===== config.mk =====
export PLATFORM = sky130hd
export DESIGN_NAME = slp_ctrl
export DESIGN_NICKNAME = d
export VERILOG_FILES = /design/src/rtl/slp_pkg.sv /design/src/rtl/slp_ctlreg.sv /design/src/rtl/slp_mode_dec.sv /design/src/rtl/slp_wake_seq.sv /design/src/rtl/slp_ctrl.sv
export SDC_FILE = /design/constraint.sdc
export NUM_CORES = 1
export LEC_CHECK = 0
export BUFFER_PORTS_ARGS = -buffer_cell sky130_fd_sc_hd__buf_2
export CORE_UTILIZATION = 53
export CTS_CLUSTER_DIAMETER = 100
export DETAILED_ROUTE_END_ITERATION = 12
export GPL_TIMING_DRIVEN = 0
export PLACE_DENSITY_LB_ADDON = 0.1
export SYNTH_ARGS = -nofsm -noshare
export SYNTH_HDL_FRONTEND = slang
export SYNTH_SLANG_ARGS = --single-unit

===== constraint.sdc =====
create_clock -name clk -period 3.9 [get_ports clk]
set_clock_uncertainty 0.05 [all_clocks]
set_input_delay 0.78 -clock clk [delete_from_list [all_inputs] [get_ports clk]]
set_output_delay 0.78 -clock clk [all_outputs]
set_load 0.03 [all_outputs]

===== src/rtl/slp_pkg.sv =====
package slp_pkg;

    localparam int NUM_MODES = 6;
    localparam int HALT_CYC  = 4;

    typedef enum logic [1:0] {
        SEQ_AWAKE,
        SEQ_SLEEP,
        SEQ_START,
        SEQ_HALT
    } seq_state_e;

    typedef enum logic {
        CAUSE_IRQ,
        CAUSE_RST
    } wake_cause_e;

    // Control register image: enable flag on top, mode code below, spare storage at the bottom
    typedef struct packed {
        logic       sen;
        logic [2:0] msel;
        logic [3:0] spare;
    } ctl_reg_t;

    // A mode code is legal unless it is reserved, or it needs a crystal that is absent
    function automatic logic mode_ok(input logic [2:0] code, input logic xtal);
        case (code)
            3'b100, 3'b101: return 1'b0;
            3'b110, 3'b111: return xtal;
            default:        return 1'b1;
        endcase
    endfunction

    function automatic logic [NUM_MODES-1:0] mode_bit(input logic [2:0] code);
        logic [NUM_MODES-1:0] v;
        v = '0;
        case (code)
            3'b000: v[0] = 1'b1;
            3'b001: v[1] = 1'b1;
            3'b010: v[2] = 1'b1;
            3'b011: v[3] = 1'b1;
            3'b110: v[4] = 1'b1;
            3'b111: v[5] = 1'b1;
            default: v = '0;
        endcase
        return v;
    endfunction

endpackage


===== src/rtl/slp_ctlreg.sv =====
module slp_ctlreg
    import slp_pkg::*;
#(
    parameter int ADDR_W   = 6,
    parameter int REG_ADDR = 'h15
) (
    input  logic              clk,
    input  logic              rst,
    input  logic              we,
    input  logic [ADDR_W-1:0] addr,
    input  logic [7:0]        wdata,
    output logic [7:0]        rdata,
    output ctl_reg_t          ctl
);

    localparam logic [ADDR_W-1:0] MY_ADDR = ADDR_W'(REG_ADDR);

    ctl_reg_t ctl_q;
    logic     hit;

    assign hit = (addr == MY_ADDR);

    always_ff @(posedge clk) begin
        if (rst) begin
            ctl_q <= '0;
        end else if (we && hit) begin
            ctl_q <= ctl_reg_t'(wdata);
        end
    end

    assign ctl   = ctl_q;
    assign rdata = hit ? 8'(ctl_q) : 8'h00;


    reg_write_chk: assert property (@(posedge clk) disable iff (rst)
        (we && hit) |=> (8'(ctl) == $past(wdata)));


    reg_hold_chk: assert property (@(posedge clk) disable iff (rst)
        (!we && !$past(rst)) |=> $stable(ctl));

endmodule


===== src/rtl/slp_mode_dec.sv =====
module slp_mode_dec
    import slp_pkg::*;
(
    input  logic [2:0]           code,
    input  logic                 xtal,
    output logic                 legal,
    output logic [NUM_MODES-1:0] onehot
);

    always_comb begin
        legal  = mode_ok(code, xtal);
        onehot = legal ? mode_bit(code) : '0;
    end

endmodule


===== src/rtl/slp_wake_seq.sv =====
module slp_wake_seq
    import slp_pkg::*;
#(
    parameter int STARTUP_CYC = 6
) (
    input  logic                 clk,
    input  logic                 rst,
    input  logic                 sleep_go,
    input  logic [NUM_MODES-1:0] mode_in,
    input  logic                 irq_hit,
    input  logic                 rst_hit,
    output logic                 asleep,
    output logic                 core_halt,
    output logic [NUM_MODES-1:0] mode_out,
    output logic                 wake_irq,
    output logic                 wake_reset
);

    localparam int MAXC  = (STARTUP_CYC > HALT_CYC) ? STARTUP_CYC : HALT_CYC;
    localparam int CNT_W = $clog2(MAXC) + 1;
    localparam logic [CNT_W-1:0] START_LD = CNT_W'(STARTUP_CYC - 1);
    localparam logic [CNT_W-1:0] HALT_LD  = CNT_W'(HALT_CYC - 1);

    seq_state_e           st;
    wake_cause_e          cause;
    logic [CNT_W-1:0]     cnt;
    logic [NUM_MODES-1:0] mode_q;
    logic                 rst_seen;
    logic                 pulse_irq, pulse_rst;

    assign rst_seen = (cause == CAUSE_RST) || rst_hit;

    always_ff @(posedge clk) begin
        if (rst) begin
            st        <= SEQ_AWAKE;
            cause     <= CAUSE_IRQ;
            cnt       <= '0;
            mode_q    <= '0;
            pulse_irq <= 1'b0;
            pulse_rst <= 1'b0;
        end else begin
            pulse_irq <= 1'b0;
            pulse_rst <= 1'b0;
            case (st)
                SEQ_AWAKE: begin
                    if (sleep_go) begin
                        st     <= SEQ_SLEEP;
                        mode_q <= mode_in;
                    end
                end
                SEQ_SLEEP: begin
                    if (rst_hit || irq_hit) begin
                        st     <= SEQ_START;
                        cnt    <= START_LD;
                        mode_q <= '0;
                        cause  <= rst_hit ? CAUSE_RST : CAUSE_IRQ;
                    end
                end
                SEQ_START: begin
                    if (rst_hit) cause <= CAUSE_RST;
                    if (cnt == '0) begin
                        st  <= SEQ_HALT;
                        cnt <= HALT_LD;
                    end else begin
                        cnt <= cnt - 1'b1;
                    end
                end
                default: begin
                    if (rst_hit) cause <= CAUSE_RST;
                    if (cnt == '0) begin
                        st        <= SEQ_AWAKE;
                        pulse_rst <= rst_seen;
                        pulse_irq <= !rst_seen;
                    end else begin
                        cnt <= cnt - 1'b1;
                    end
                end
            endcase
        end
    end

    assign asleep     = (st == SEQ_SLEEP);
    assign core_halt  = (st != SEQ_AWAKE);
    assign mode_out   = mode_q;
    assign wake_irq   = pulse_irq;
    assign wake_reset = pulse_rst;


    sleep_entry_chk: assert property (@(posedge clk) disable iff (rst)
        (st == SEQ_AWAKE && sleep_go) |=> asleep);


    wake_end_chk: assert property (@(posedge clk) disable iff (rst)
        $fell(core_halt) |-> (wake_irq || wake_reset));


    halt_entry_chk: assert property (@(posedge clk) disable iff (rst)
        $rose(st == SEQ_HALT) |-> ($past(st) == SEQ_START && cnt == HALT_LD));


    pulse_once_chk: assert property (@(posedge clk) disable iff (rst)
        (wake_irq || wake_reset) |=> !(wake_irq || wake_reset));


    pulse_excl_chk: assert property (@(posedge clk) disable iff (rst)
        !(wake_irq && wake_reset));


    rst_prio_chk: assert property (@(posedge clk) disable iff (rst)
        (asleep && rst_hit) |=> (st == SEQ_START && cause == CAUSE_RST));

endmodule


===== src/rtl/slp_ctrl.sv =====
module slp_ctrl
    import slp_pkg::*;
#(
    parameter int ADDR_W      = 6,
    parameter int REG_ADDR    = 'h15,
    parameter int NIRQ        = 4,
    parameter int STARTUP_CYC = 6
) (
    input  logic                 clk,
    input  logic                 rst,
    input  logic                 reg_we,
    input  logic [ADDR_W-1:0]    reg_addr,
    input  logic [7:0]           reg_wdata,
    output logic [7:0]           reg_rdata,
    input  logic                 sleep_exec,
    input  logic                 xtal_clk,
    input  logic [NIRQ-1:0]      irq_req,
    input  logic [NIRQ-1:0]      irq_en,
    input  logic                 ext_rst_req,
    output logic                 asleep,
    output logic                 core_halt,
    output logic [NUM_MODES-1:0] mode_onehot,
    output logic                 wake_irq,
    output logic                 wake_reset
);

    ctl_reg_t             ctl;
    logic                 legal;
    logic [NUM_MODES-1:0] dec_onehot;
    logic                 sleep_go;
    logic                 irq_hit;

    slp_ctlreg #(
        .ADDR_W   (ADDR_W),
        .REG_ADDR (REG_ADDR)
    ) u_reg (
        .clk   (clk),
        .rst   (rst),
        .we    (reg_we),
        .addr  (reg_addr),
        .wdata (reg_wdata),
        .rdata (reg_rdata),
        .ctl   (ctl)
    );

    slp_mode_dec u_dec (
        .code   (ctl.msel),
        .xtal   (xtal_clk),
        .legal  (legal),
        .onehot (dec_onehot)
    );

    assign sleep_go = sleep_exec && ctl.sen && legal;
    assign irq_hit  = |(irq_req & irq_en);

    slp_wake_seq #(
        .STARTUP_CYC (STARTUP_CYC)
    ) u_seq (
        .clk        (clk),
        .rst        (rst),
        .sleep_go   (sleep_go),
        .mode_in    (dec_onehot),
        .irq_hit    (irq_hit),
        .rst_hit    (ext_rst_req),
        .asleep     (asleep),
        .core_halt  (core_halt),
        .mode_out   (mode_onehot),
        .wake_irq   (wake_irq),
        .wake_reset (wake_reset)
    );


    mode_onehot_chk: assert property (@(posedge clk) disable iff (rst)
        asleep |-> ($countones(mode_onehot) == 1));


    mode_quiet_chk: assert property (@(posedge clk) disable iff (rst)
        !asleep |-> (mode_onehot == '0));


    reserved_rej_chk: assert property (@(posedge clk) disable iff (rst)
        (!core_halt && sleep_exec && (ctl.msel == 3'b100 || ctl.msel == 3'b101)) |=> !asleep);


    standby_rej_chk: assert property (@(posedge clk) disable iff (rst)
        (!core_halt && sleep_exec && !xtal_clk && ctl.msel[2:1] == 2'b11) |=> !asleep);


    no_wake_chk: assert property (@(posedge clk) disable iff (rst)
        (asleep && !irq_hit && !ext_rst_req) |=> asleep);

endmodule


### After elaboration in Yosys (flattened, before gate mapping)

Cells that the tools add are included.

* bitwise operators: 3
* eq/ne operators: 14
* reduce and logical (&&, ||, !) cells: 21
* add/sub/neg operators: 1
* mux-type cells: 25

Operator list (number)
* 6-bit 2-to-1 mux: 3
* 3-bit == test, second input constant: 4
* 4-bit 2-to-1 mux: 3
* 4-bit case mux with 3 select lines: 1
* 6-bit case mux with 2 select lines: 1
* 1-bit 2-to-1 mux: 9
* 3-bit AND reduction: 3
* 2-bit 2-to-1 mux: 4
* 8-bit 2-to-1 mux: 1
* 3-bit by 2-bit == test with 1-bit output, second input constant: 2
* 6-bit by 5-bit == test with 1-bit output, second input constant: 1
* 2-bit case mux with 3 select lines: 1
* 2-bit nonzero test: 3
* 5-bit OR reduction: 1
* 4-bit bitwise AND: 1
* 4-bit logical NOT: 1
* 2-bit by 1-bit != test with 1-bit output, second input constant: 2
* 1-bit case mux with 2 select lines: 2
* 4-bit AND reduction: 1
* 2-bit OR reduction: 2
* 4-bit OR reduction: 1
* 4-bit by 1-bit subtractor with 4-bit output, second input constant: 1
* 3-bit by 1-bit == test with 1-bit output, second input constant: 1
* 1-bit logical AND: 3
* other kinds (10): 12

* word-level logic and storage cells: 73
* bits of input ports: 28
* register bits: 23

### Depth between registers and ports, before layout

Gate-level depths: netlist (run 1).

* word-level depth: 6
* mapped depth: 7

### Modules after synthesis

From an unflattened synthesis (run 1), not the netlist that was laid out.

* cell total of the unflattened synthesis: 149
* area, all modules: 1365.1 um2

By module, submodules not included
* slp_wake_seq: area an instance 812.0 um2, instances 1, cells an instance 93, seq. area each 300.3 um2
* slp_ctlreg: area an instance 467.9 um2, instances 1, cells an instance 45, seq. area each 160.2 um2
* slp_mode_dec: area an instance 60.1 um2, instances 1, cells an instance 7, seq. area each 0.0 um2
* slp_ctrl: area an instance 25.0 um2, instances 1, cells an instance 4, seq. area each 0.0 um2

### Worst setup path after synthesis (run 1)

OpenSTA, ideal clock, no wires.

* kind: input -> output
* start point: input port reg_addr[5]
* end point: output port reg_rdata[0]
* slack: 1254 ps
* stages: 4
* buffers on the path: 1
* arrival: 1816 ps
* data required time: 3070 ps
* path through: nand4bb_1 -> nor3_2 -> clkbuf_1 -> and2_1

* word-level cells in the longest chain between the ends: 2

Ends and longest elaborated chain
* start: declaration: line slp_ctrl.sv:12 `input logic [ADDR_W-1:0] reg_addr,`
* 6-bit by 5-bit == test with 1-bit output: line slp_ctlreg.sv:21 `assign hit = (addr == MY_ADDR);`
* 8-bit 2-to-1 mux: line slp_ctlreg.sv:32 `assign rdata = hit ? 8'(ctl_q) : 8'h00;`
* end: declaration: line slp_ctrl.sv:14 `output logic [7:0] reg_rdata,`

Every way passes these cells.

### Worst setup path in the final report (run 1)

* start point: input port reg_addr[5]
* end point: output port reg_rdata[7]

Same word-level chain as after synthesis.

==> results of run 1 <==
[cells in the mapped netlist (2+ instances only)]
cell type and instances:
o211ai_2 2, nor2_1 7, and2_1 9, a21oi_1 11
nand3_1 8, ha_1 5, nand4_1 2, clkbuf_1 4
nor2b_1 5, o21ai_0 4, mux2_4 2, nand2_1 19
inv_1 9, buf_2 3, nor3_1 3, nand2b_1 11
mux2i_1 11, dfxtp_1 23, a211o_1 2
[how the worst max path moves through the flow]
| stage | start | to | slack [ps] | depth (start not counted) |
|---|---|---|---|---|
| floorplan | reg_addr[5] | reg_rdata[0] | 1250 | 4 |
| global placement | reg_addr[5] | reg_rdata[5] | 970 | 6 |
| CTS | reg_addr[5] | reg_rdata[1] | 920 | 6 |
| global route | reg_addr[5] | reg_rdata[5] | 800 | 6 |
| finish | reg_addr[5] | reg_rdata[7] | 940 | 6 |
| detailed placement | reg_addr[5] | reg_rdata[5] | 930 | 6 |
[logic make-up after synthesis]
logic type	after synthesis	share of synthesized area [%]
and+or+nand+nor	74	31.7
AOI/OAI and AO/OA	24	12.2
DFF	23	35.5
buffers and inverters	16	4.92
muxes	13	10.8
adders and majority gates	5	4.82
[power by group]
| part | switching [mW] | internal, mW | leakage, nW | total (mW) |
|---|---|---|---|---|
| Combinational | 0.102 | 0.0872 | 0.566 | 0.189 |
| Sequential | 0.0163 | 0.250 | 0.185 | 0.266 |
| Clock | 0.0691 | 0.0400 | 0.0150 | 0.109 |
[sequential cells by signal, indices dropped and copies added (netlist names)]
signal	flops
u_seq.mode_out	6
u_reg.ctl	8
u_seq.cause	1
u_seq.wake_reset	1
u_seq.wake_irq	1
u_seq.st	2
u_seq.cnt	4
[metal layers]
layer	part of all wire (%)	wire [µm]	vias up
li1	-	-	632
met1	45	1220	541
met2	48	1320	48
met3	6.6	178	0
met4	0	0	0
met5	0	0	-
[stage by stage]
| step | hold slack, ps | std cells | utilization (%) | setup WS (ps) | instance area (µm²) |
|---|---|---|---|---|---|
| CTS | 412 | 231 | 70.0 | 921 | 1580 |
| detailed placement | 396 | 227 | 68.9 | 934 | 1550 |
| finish | 409 | 231 | 70.0 | 939 | 1580 |
| global placement | 389 | 227 | 68.9 | 975 | 1550 |
| floorplan | 382 | 155 | - | 1250 | 1300 |
| global route | 445 | 231 | 70.0 | 801 | 1580 |
[final cells by class]
class                   count  area, µm²  area share (%)
clock buffers               4       26.3            1.66
multi-input cells         116        773            49.0
inverters                   9       33.8            2.14
flip-flops and latches     23        460            29.2
repair buffers             44        220            13.9
plain buffers               7       30.0            1.90
well taps                  28       35.0            2.22
[worst max-delay path, cell delays in order]
cell	delay, ps
buf_2	90
nand4bb_1	200
nor3_2	340
clkbuf_1	320
and2_1	200
buf_2	200
==> summary.txt, run 1 <==
Outcome
  – Status: completed

Clock tree
  – Post-CTS resize count: 0
  – # Post-CTS Setup Buffers: 0
  – Hold buffers post-CTS: 0
  – CTS sink count: 23
  – Clk slew on worst S/H paths: 120 ps
  – CTS tree: built
  – Worst-Skew Late Latency: 310 ps
  – Max Buffers Root-to-Sink: 2
  – Root Buffer: clkbuf_4
  – CTS buffer count: 3
  – H-tree depth: 1

Route
  – DRC viols: 0
  – Vias per cell: 5.29
  – DR WL/cell: 11.8 µm
  – Initial DRC count: 25
  – Total Wirelength: 2720 µm
  – DRT antenna net count: 0
  – DR pass1 iterations: 4
  – Via count: 1221

Critical path
  – Reg2reg setup slack: 1820 ps
  – Endpoint class of the critical path: output port
  – WS Path Type: in2out
  – Critical Path AT: 2130 ps
  – Startpoint types: input port
  – Critical Path RT: 3070 ps
  – Cells on worst reg2reg path: 6
  – Reg2reg start: u_seq.st[0]
  – Crit-path max FO: 10
  – R2r endpoint: u_seq.cnt[2]

Pwr
  – Cell Pwr Density: 357 nW/µm²
  – VDD IR max: 0.288 mV
  – Leakage: 0.767 nW
  – Total chip power: 564 µW

Logic synthesis
  – Synthesis Warnings: 0
  – Post-synth top area share: 35.5%
  – Synthesized area: 1300 µm²
  – Number of enable flip-flop cells after synthesis: 0
  – FF+latch count, synth: 23
  – Unique masters post-synth: 34
  – Top_reg_cell synth: dfxtp_1
  – Post-synthesis sequential area ratio: 35.5%
  – Synth async-reset ratio: 0%
  – Top cells by area, synth: dfxtp_1, mux2i_1, nand2_1
  – Post-Synthesis Cells: 155
  – Post-Syn Nets: 188
  – Post-Syn Area per Cell: 8.37 µm²
  – Biggest area consumer among synthesized cells: dfxtp_1

Placed design
  – Placer Congestion: 0.785
  – IO Port Bufs: 44
  – Post-DP HPWL: 2150 µm

STA
  – Measured slew at the worst slew-check pin: 458 ps
  – RSZ-0062 raised after global routing: no
  – Fin. max-slew vios: 0
  – Setup TNS: 0 ps
  – Final Hold Fails: 0
  – Period utilization: 75.9%
  – Post-layout minimum cycle time: 2960 ps
  – Fmax: 338 MHz
  – Setup-failing EPs final: 0
  – Slew HR: 69.0%

Global routing
  – Met3 GRT Util: 6.25%
  – GR Util All Layers: 22.6%
  – First-pass GRT wire length: 4490 µm
  – Met1 Use GR: 27.3%
  – Vias in the first global route: 1110
  – Total grt overflow: 0
  – Initial antenna violation count: 0
  – Pin count of the biggest net entering global routing: 13
  – Grt peak-use layer: met2
  – Met2 Resource Use GR: 40.3%

Floorplanning
  – Die height: 51.5 µm
  – Core area: 2250 µm²
  – Initial Util: 57.5%
  – Cell row count: 17
  – # IOs: 46
  – Die area: 2650 µm²
  – Die width: 51.5 µm

Finish
  – # diodes: 0
  – Most frequent cells in the layout: buf_2, dfxtp_1, nand2_1
  – Number of fillers in the final layout: 206
  – Layout cells sized above 1: 27.6%
  – Area Overhead vs Synth: 21.7%
  – Commonest non-fill, non-tap cell in the layout: buf_2
  – Layout Nets: 237

Min path
  – Hold Path End: u_reg.ctl[3]
  – Hold wc startpoint: u_reg.ctl[3]
  – Hold depth: 2
  – Hold/Removal Path Class: reg2reg

Flow run
  – Max-Cap Viols: 0
No activity file was read; power rests on OpenSTA's default activity.
==> inputs of run 2 (changes only) <==
Settings changed: ABC_AREA set to 1, CORE_UTILIZATION 53 to 44.
Clock period 3.9 ns to 2.7 ns, I/O delays scaled along.
==> run 2 against run 1 <==
- synthesized cell count grew 26%
- clock power grew 49%
- core utilization shrank 13 points
- via count grew 5.2%
- final area shrank 0.24%
- count of clock-buffer cells in the layout shrank 1
- critical path depth shrank 1
- sequential power grew 85%
- critical path type unchanged
- largest power group is now combinational cells
- highest routed layer is now met4
==> summary.txt, run 2 <==
Outcome
  – Status: completed

Critical path
  – Most frequent CP cell: buf_2
  – R2r endpoint: u_seq.cnt[3]
  – Critical path cell sequence: buf_2 -> nor3_2 -> nand2_1 -> nor2_1 -> buf_2
  – WS Path Type: in2out
  – Slowest CP cell: nand2_1
  – Reg2reg setup slack: 1050 ps
  – Crit-path max FO: 8
  – Endpoint class of the critical path: output port
  – Critical Path AT: 1400 ps
  – Max stage delay on crit path: 210 ps
  – Cells on worst reg2reg path: 10
  – Reg2reg start: u_seq.st[1]
  – Startpoint types: input port
  – Critical Path RT: 2110 ps

Pwr
  – Comb pwr share: 58.8%
  – Flop pwr share: 31.0%
  – Leakage: 0.831 nW
  – Cell Pwr Density: 1010 nW/µm²
  – Switching share of power: 48.7%
  – Clk network pwr share: 10.2%
  – P_int: 816 µW
  – Sw power: 774 µW
  – VDD IR max: 0.570 mV

Flow run
  – Max-Cap Viols: 0

Clock tree
  – CTS tree: built
  – H-tree depth: 1
  – CTS sink count: 23
  – Worst-Skew Late Latency: 310 ps
  – Max Buffers Root-to-Sink: 2
  – # Post-CTS Setup Buffers: 0
  – Root Buffer: clkbuf_4
  – CTS buffer count: 3
  – Post-CTS resize count: 0
  – Hold buffers post-CTS: 0
  – Clk slew on worst S/H paths: 130 ps

Logic synthesis
  – Synth async-reset ratio: 0%
  – Unique masters post-synth: 24
  – Most instantiated cells after synthesis: nand2_1, inv_1, nor2_1
  – Post-Syn Nets: 229
  – Top_reg_cell synth: dfxtp_1
  – Synthesis Warnings: 0
  – Most common cell in the netlist: nand2_1
  – Synthesized area: 1280 µm²
  – Post-synth top area share: 35.9%
  – Post-Synthesis Cells: 196
  – Post-synthesis sequential area ratio: 35.9%
  – Top cells by area, synth: dfxtp_1, nand2_1, inv_1
  – Number of enable flip-flop cells after synthesis: 0
  – FF+latch count, synth: 23
  – Biggest area consumer among synthesized cells: dfxtp_1
  – Post-Syn Area per Cell: 6.55 µm²

Global routing
  – GR Util All Layers: 18.3%
  – Pin count of the biggest net entering global routing: 14
  – Total grt overflow: 0
  – Initial antenna violation count: 0
  – First-pass GRT wire length: 4640 µm
  – Vias in the first global route: 1135

STA
  – Slew HR: 75.3%
  – Fmax: 502 MHz
  – Post-layout minimum cycle time: 1990 ps
  – Measured slew at the worst slew-check pin: 370 ps
  – RSZ-0062 raised after global routing: no
  – Final Hold Fails: 0
  – Final WS setup: 707 ps
  – Setup TNS: 0 ps
  – Setup-failing EPs final: 0
  – Period utilization: 73.8%
  – Fin. max-slew vios: 0

Floorplanning
  – Cell row count: 19
  – Die width: 56.0 µm
  – # IOs: 46
  – Initial Util: 46.6%
  – Die height: 56.0 µm
  – Core area: 2760 µm²
  – Die area: 3140 µm²

Placed design
  – IO Port Bufs: 45
  – Post-Place Setup Slack: 681 ps
  – Placer Congestion: 0.823
  – DP Area: 1550 µm²
  – Post-DP HPWL: 2070 µm

Route
  – DRC viols: 0
  – Vias per cell: 4.65
  – DRT antenna net count: 0
  – DR pass1 iterations: 4
  – Via count: 1284
  – Total Wirelength: 2580 µm
  – DR WL/cell: 9.34 µm
  – Initial DRC count: 33

Finish
  – Max reg flops: 8
  – Area Overhead vs Synth: 22.7%
  – Commonest non-fill, non-tap cell in the layout: buf_2
  – Number of fillers in the final layout: 293
  – Layout cells sized above 1: 23.7%
  – Most frequent cells in the layout: buf_2, nand2_1, inv_1
  – Layout Nets: 279
  – Fin area: 1580 µm²
  – # diodes: 0

Min path
  – Hold wc startpoint: rst
  – Hold depth: 2
  – Hold Path End: u_seq.st[0]
  – Hold/Removal Path Class: in2reg
run 2: final cells by class:
class                           instances  area, µm²  area share [%]
Multi-Input combinational cell        135        671            42.6
Sequential cell                        23        460            29.2
Timing Repair Buffer                   45        225            14.3
Inverter                               34        128            8.10
Tap cell                               31       38.8            2.46
Buffer                                  4       25.0            1.59
Clock buffer                            3       22.5            1.43
Clock inverter                          1       5.00           0.318
run 2: power groups by stage:
| stage | sequential (mW) | clock (mW) | combinational (mW) |
|---|---|---|---|
| finish | 0.493 | 0.162 | 0.935 |
| global route | 0.503 | 0.182 | 1.09 |
| CTS | 0.494 | 0.172 | 0.943 |
| detailed placement | 0.502 | 0 | 0.939 |
| global placement | 0.499 | 0 | 0.934 |
| floorplan | 0.579 | 0 | 0.663 |
run 2: metal layers:
metal / GRT usage (%) / share of wire [%] / wire length [µm] / vias up
met4: 5.23 / 0.66 / 17 / 0
met3: 3.49 / 4.3 / 110 / 2
met1: 24.1 / 49 / 1270 / 543
met5: 0 / 0 / 0 / -
li1: - / - / - / 711
met2: 30.4 / 46 / 1180 / 28
run 2: worst max-delay path: cells and delay by family:
family        cells  cell delay, ps
simple gates      3             560
buf+inv           2             310
run 2: how the worst max path moves through the flow:
stage,from,to,cells past startpoint
floorplan,reg_addr[0],reg_rdata[0],4
CTS,reg_addr[1],reg_rdata[6],5
finish,reg_addr[1],reg_rdata[6],5
global route,u_seq.st[1],asleep,3
detailed placement,reg_addr[1],reg_rdata[6],5
global placement,reg_addr[1],reg_rdata[6],5
run 2: cells by family after synthesis:
| logic type | count (synthesis) | synth area share, % |
|---|---|---|
| AND/OR/NAND/NOR | 104 | 36.4 |
| adder cells (fa/ha/maj) | 5 | 4.87 |
| XOR/XNOR | 1 | 0.682 |
| flip-flops | 23 | 35.9 |
| buffers and inverters | 38 | 11.9 |
| AO/OA/AOI/OAI | 25 | 10.3 |
run 2: stage by stage:
stage / power, mW / hold slack [ps] / utilization, % / std cells
2_1_floorplan: 1.24 / 371 / - / 196
3_3_place_gp: 1.43 / 393 / 56.1 / 272
3_5_place_dp: 1.44 / 398 / 56.1 / 272
4_1_cts: 1.61 / 329 / 57.1 / 276
5_1_grt: 1.77 / 342 / 57.1 / 276
6_report: 1.59 / 347 / 57.1 / 276
==> inputs of run 3 (changes only) <==
Clock period 2.7 ns to 1.8 ns, I/O delays scaled along.
==> run 3 against run 2 <==
- critical path depth shrank 1
- sequential share of layout area is 0.16 points lower
- count of clock-buffer cells in the layout did not move
- via count rose by 0.78%
- die area is the same
- final cell count stayed put
- final area is 1.1% higher
- clock power grew 50%
- power increased by 52%
- worst hold slack worse by 190 ps
- sequential power grew 52%
- combinational power up 53%
==> summary.txt, run 3 (same netlist as run 2, synthesis figures left out) <==
Outcome
  – Status: completed

Route
  – Vias per cell: 4.69
  – Initial DRC count: 35
  – Total Wirelength: 2590 µm
  – DRT antenna net count: 0
  – DR pass1 iterations: 4
  – Via count: 1294
  – DR WL/cell: 9.37 µm
  – DRC viols: 0

Critical path
  – Critical path cell sequence: inv_1 -> ha_1 -> inv_1 -> clkbuf_4
  – Reg2reg setup slack: 240 ps
  – Endpoint class of the critical path: output port
  – Max stage delay on crit path: 400 ps
  – Critical Path RT: 1390 ps
  – CP top delay family: flip-flops
  – Startpoint types: register
  – Critical Path AT: 1300 ps
  – Cells on worst reg2reg path: 8
  – Slowest CP cell: dfxtp_2
  – WS Path Type: reg2out
  – Most frequent CP cell: inv_1
  – R2r endpoint: u_seq.st[0]
  – Buffers and inverters on the worst path: 3
  – Reg2reg start: u_seq.st[1]
  – Crit-path max FO: 4

STA
  – Setup TNS: 0 ps
  – Final Hold Fails: 0
  – Final WS setup: 94.9 ps
  – Fmax: 586 MHz
  – Post-layout minimum cycle time: 1710 ps
  – Slew HR: 75.7%
  – Setup-failing EPs final: 0
  – Period utilization: 94.7%
  – Worst hold slack: 158 ps
  – Measured slew at the worst slew-check pin: 365 ps
  – Fin. max-slew vios: 0
  – RSZ-0062 raised after global routing: no

Min path
  – Hold/Removal Path Class: in2reg
  – Hold depth: 2
  – Hold wc startpoint: rst
  – Hold Path End: u_seq.st[0]

Floorplanning
  – Die height: 56.0 µm
  – Cell row count: 19
  – Core area: 2760 µm²
  – Die area: 3140 µm²
  – Die width: 56.0 µm
  – Initial Util: 46.6%
  – # IOs: 46

Clock tree
  – Max Buffers Root-to-Sink: 2
  – H-tree depth: 1
  – Worst-Skew Late Latency: 310 ps
  – Clk slew on worst S/H paths: 130 ps
  – CTS tree: built
  – CTS buffer count: 3
  – CTS sink count: 23
  – Root Buffer: clkbuf_4

Global routing
  – Pin count of the biggest net entering global routing: 14
  – Initial antenna violation count: 0
  – First-pass GRT wire length: 4640 µm
  – GR Util All Layers: 18.3%
  – Total grt overflow: 0
  – Vias in the first global route: 1135

Finish
  – Commonest non-fill, non-tap cell in the layout: buf_2
  – # diodes: 0
  – Fin area: 1590 µm²
  – Layout Nets: 279
  – Most frequent cells in the layout: buf_2, nand2_1, inv_1
  – Area Overhead vs Synth: 24.1%
  – Layout cells sized above 1: 24.9%
  – Max reg flops: 8

Placed design
  – Placer Congestion: 0.823
  – Post-Place Setup Slack: 141 ps
  – Post-DP HPWL: 2070 µm
  – DP Area: 1550 µm²
  – IO Port Bufs: 45

Pwr
  – Cell Pwr Density: 1520 nW/µm²
  – Leakage: 0.832 nW
  – VDD IR max: 0.880 mV
  – Total chip power: 2.42 mW

Flow run
  – Max-Cap Viols: 0
==> run 3: cell types whose count changed in the layout (fill, tap and decap cells not counted) <==
cell	previous run	this run
buf_2	47	46
dfxtp_1	23	21
dfxtp_2	0	2
ha_1	5	4
ha_4	0	1
clkbuf_4	3	4
==> run 3: area by class of cell <==
| type | count | area, µm² |
|---|---|---|
| Buffer | 4 | 25.0 |
| Clock inverter | 1 | 5.00 |
| Multi-Input combinational cell | 135 | 683 |
| Inverter | 34 | 128 |
| Sequential cell | 23 | 463 |
| Tap cell | 31 | 38.8 |
| Timing Repair Buffer | 45 | 228 |
| Fill cell | 292 | 1160 |
| Clock buffer | 3 | 22.5 |
==> run 3: metrics by stage <==
step / util [%] / instances
floorplan: - / 196
global placement: 56.1 / 272
detailed placement: 56.1 / 272
CTS: 57.2 / 276
global route: 57.8 / 276
finish: 57.8 / 276
==> run 3: what timing repair did <==
action | in CTS | in global routing
hold buffers | 0 | 0
setup endpoints to repair | 1 | 2
buffers inserted | 0 | 0
resized for setup | 1 | 4
==> run 3: layer usage <==
metal  track usage, %  up-vias  share of wire [%]
li1                 -      711                  -
met1             24.1      548                 49
met2             30.4       31                 46
met3             3.49        4                4.3
met4             5.23        0               0.89
met5                0        -                  0
==> run 3: how the worst max path moves through the flow <==
stage	startpoint	end	slack, ps	cells past startpoint
3_3_place_gp	reg_addr[1]	reg_rdata[6]	150	5
3_5_place_dp	reg_addr[1]	reg_rdata[6]	140	5
5_1_grt	u_seq.st[1]	core_halt	4	4
6_report	u_seq.st[0]	core_halt	90	4
2_1_floorplan	u_seq.st[1]	u_seq.cnt[3]	110	10
4_1_cts	u_seq.st[1]	core_halt	40	4
==> run 3: where the power goes <==
part           leakage [nW]  internal, mW  switching, mW
registers             0.188         0.656         0.0939
logic                 0.626         0.508          0.920
clock network        0.0177        0.0830          0.160
total                 0.832          1.25           1.17
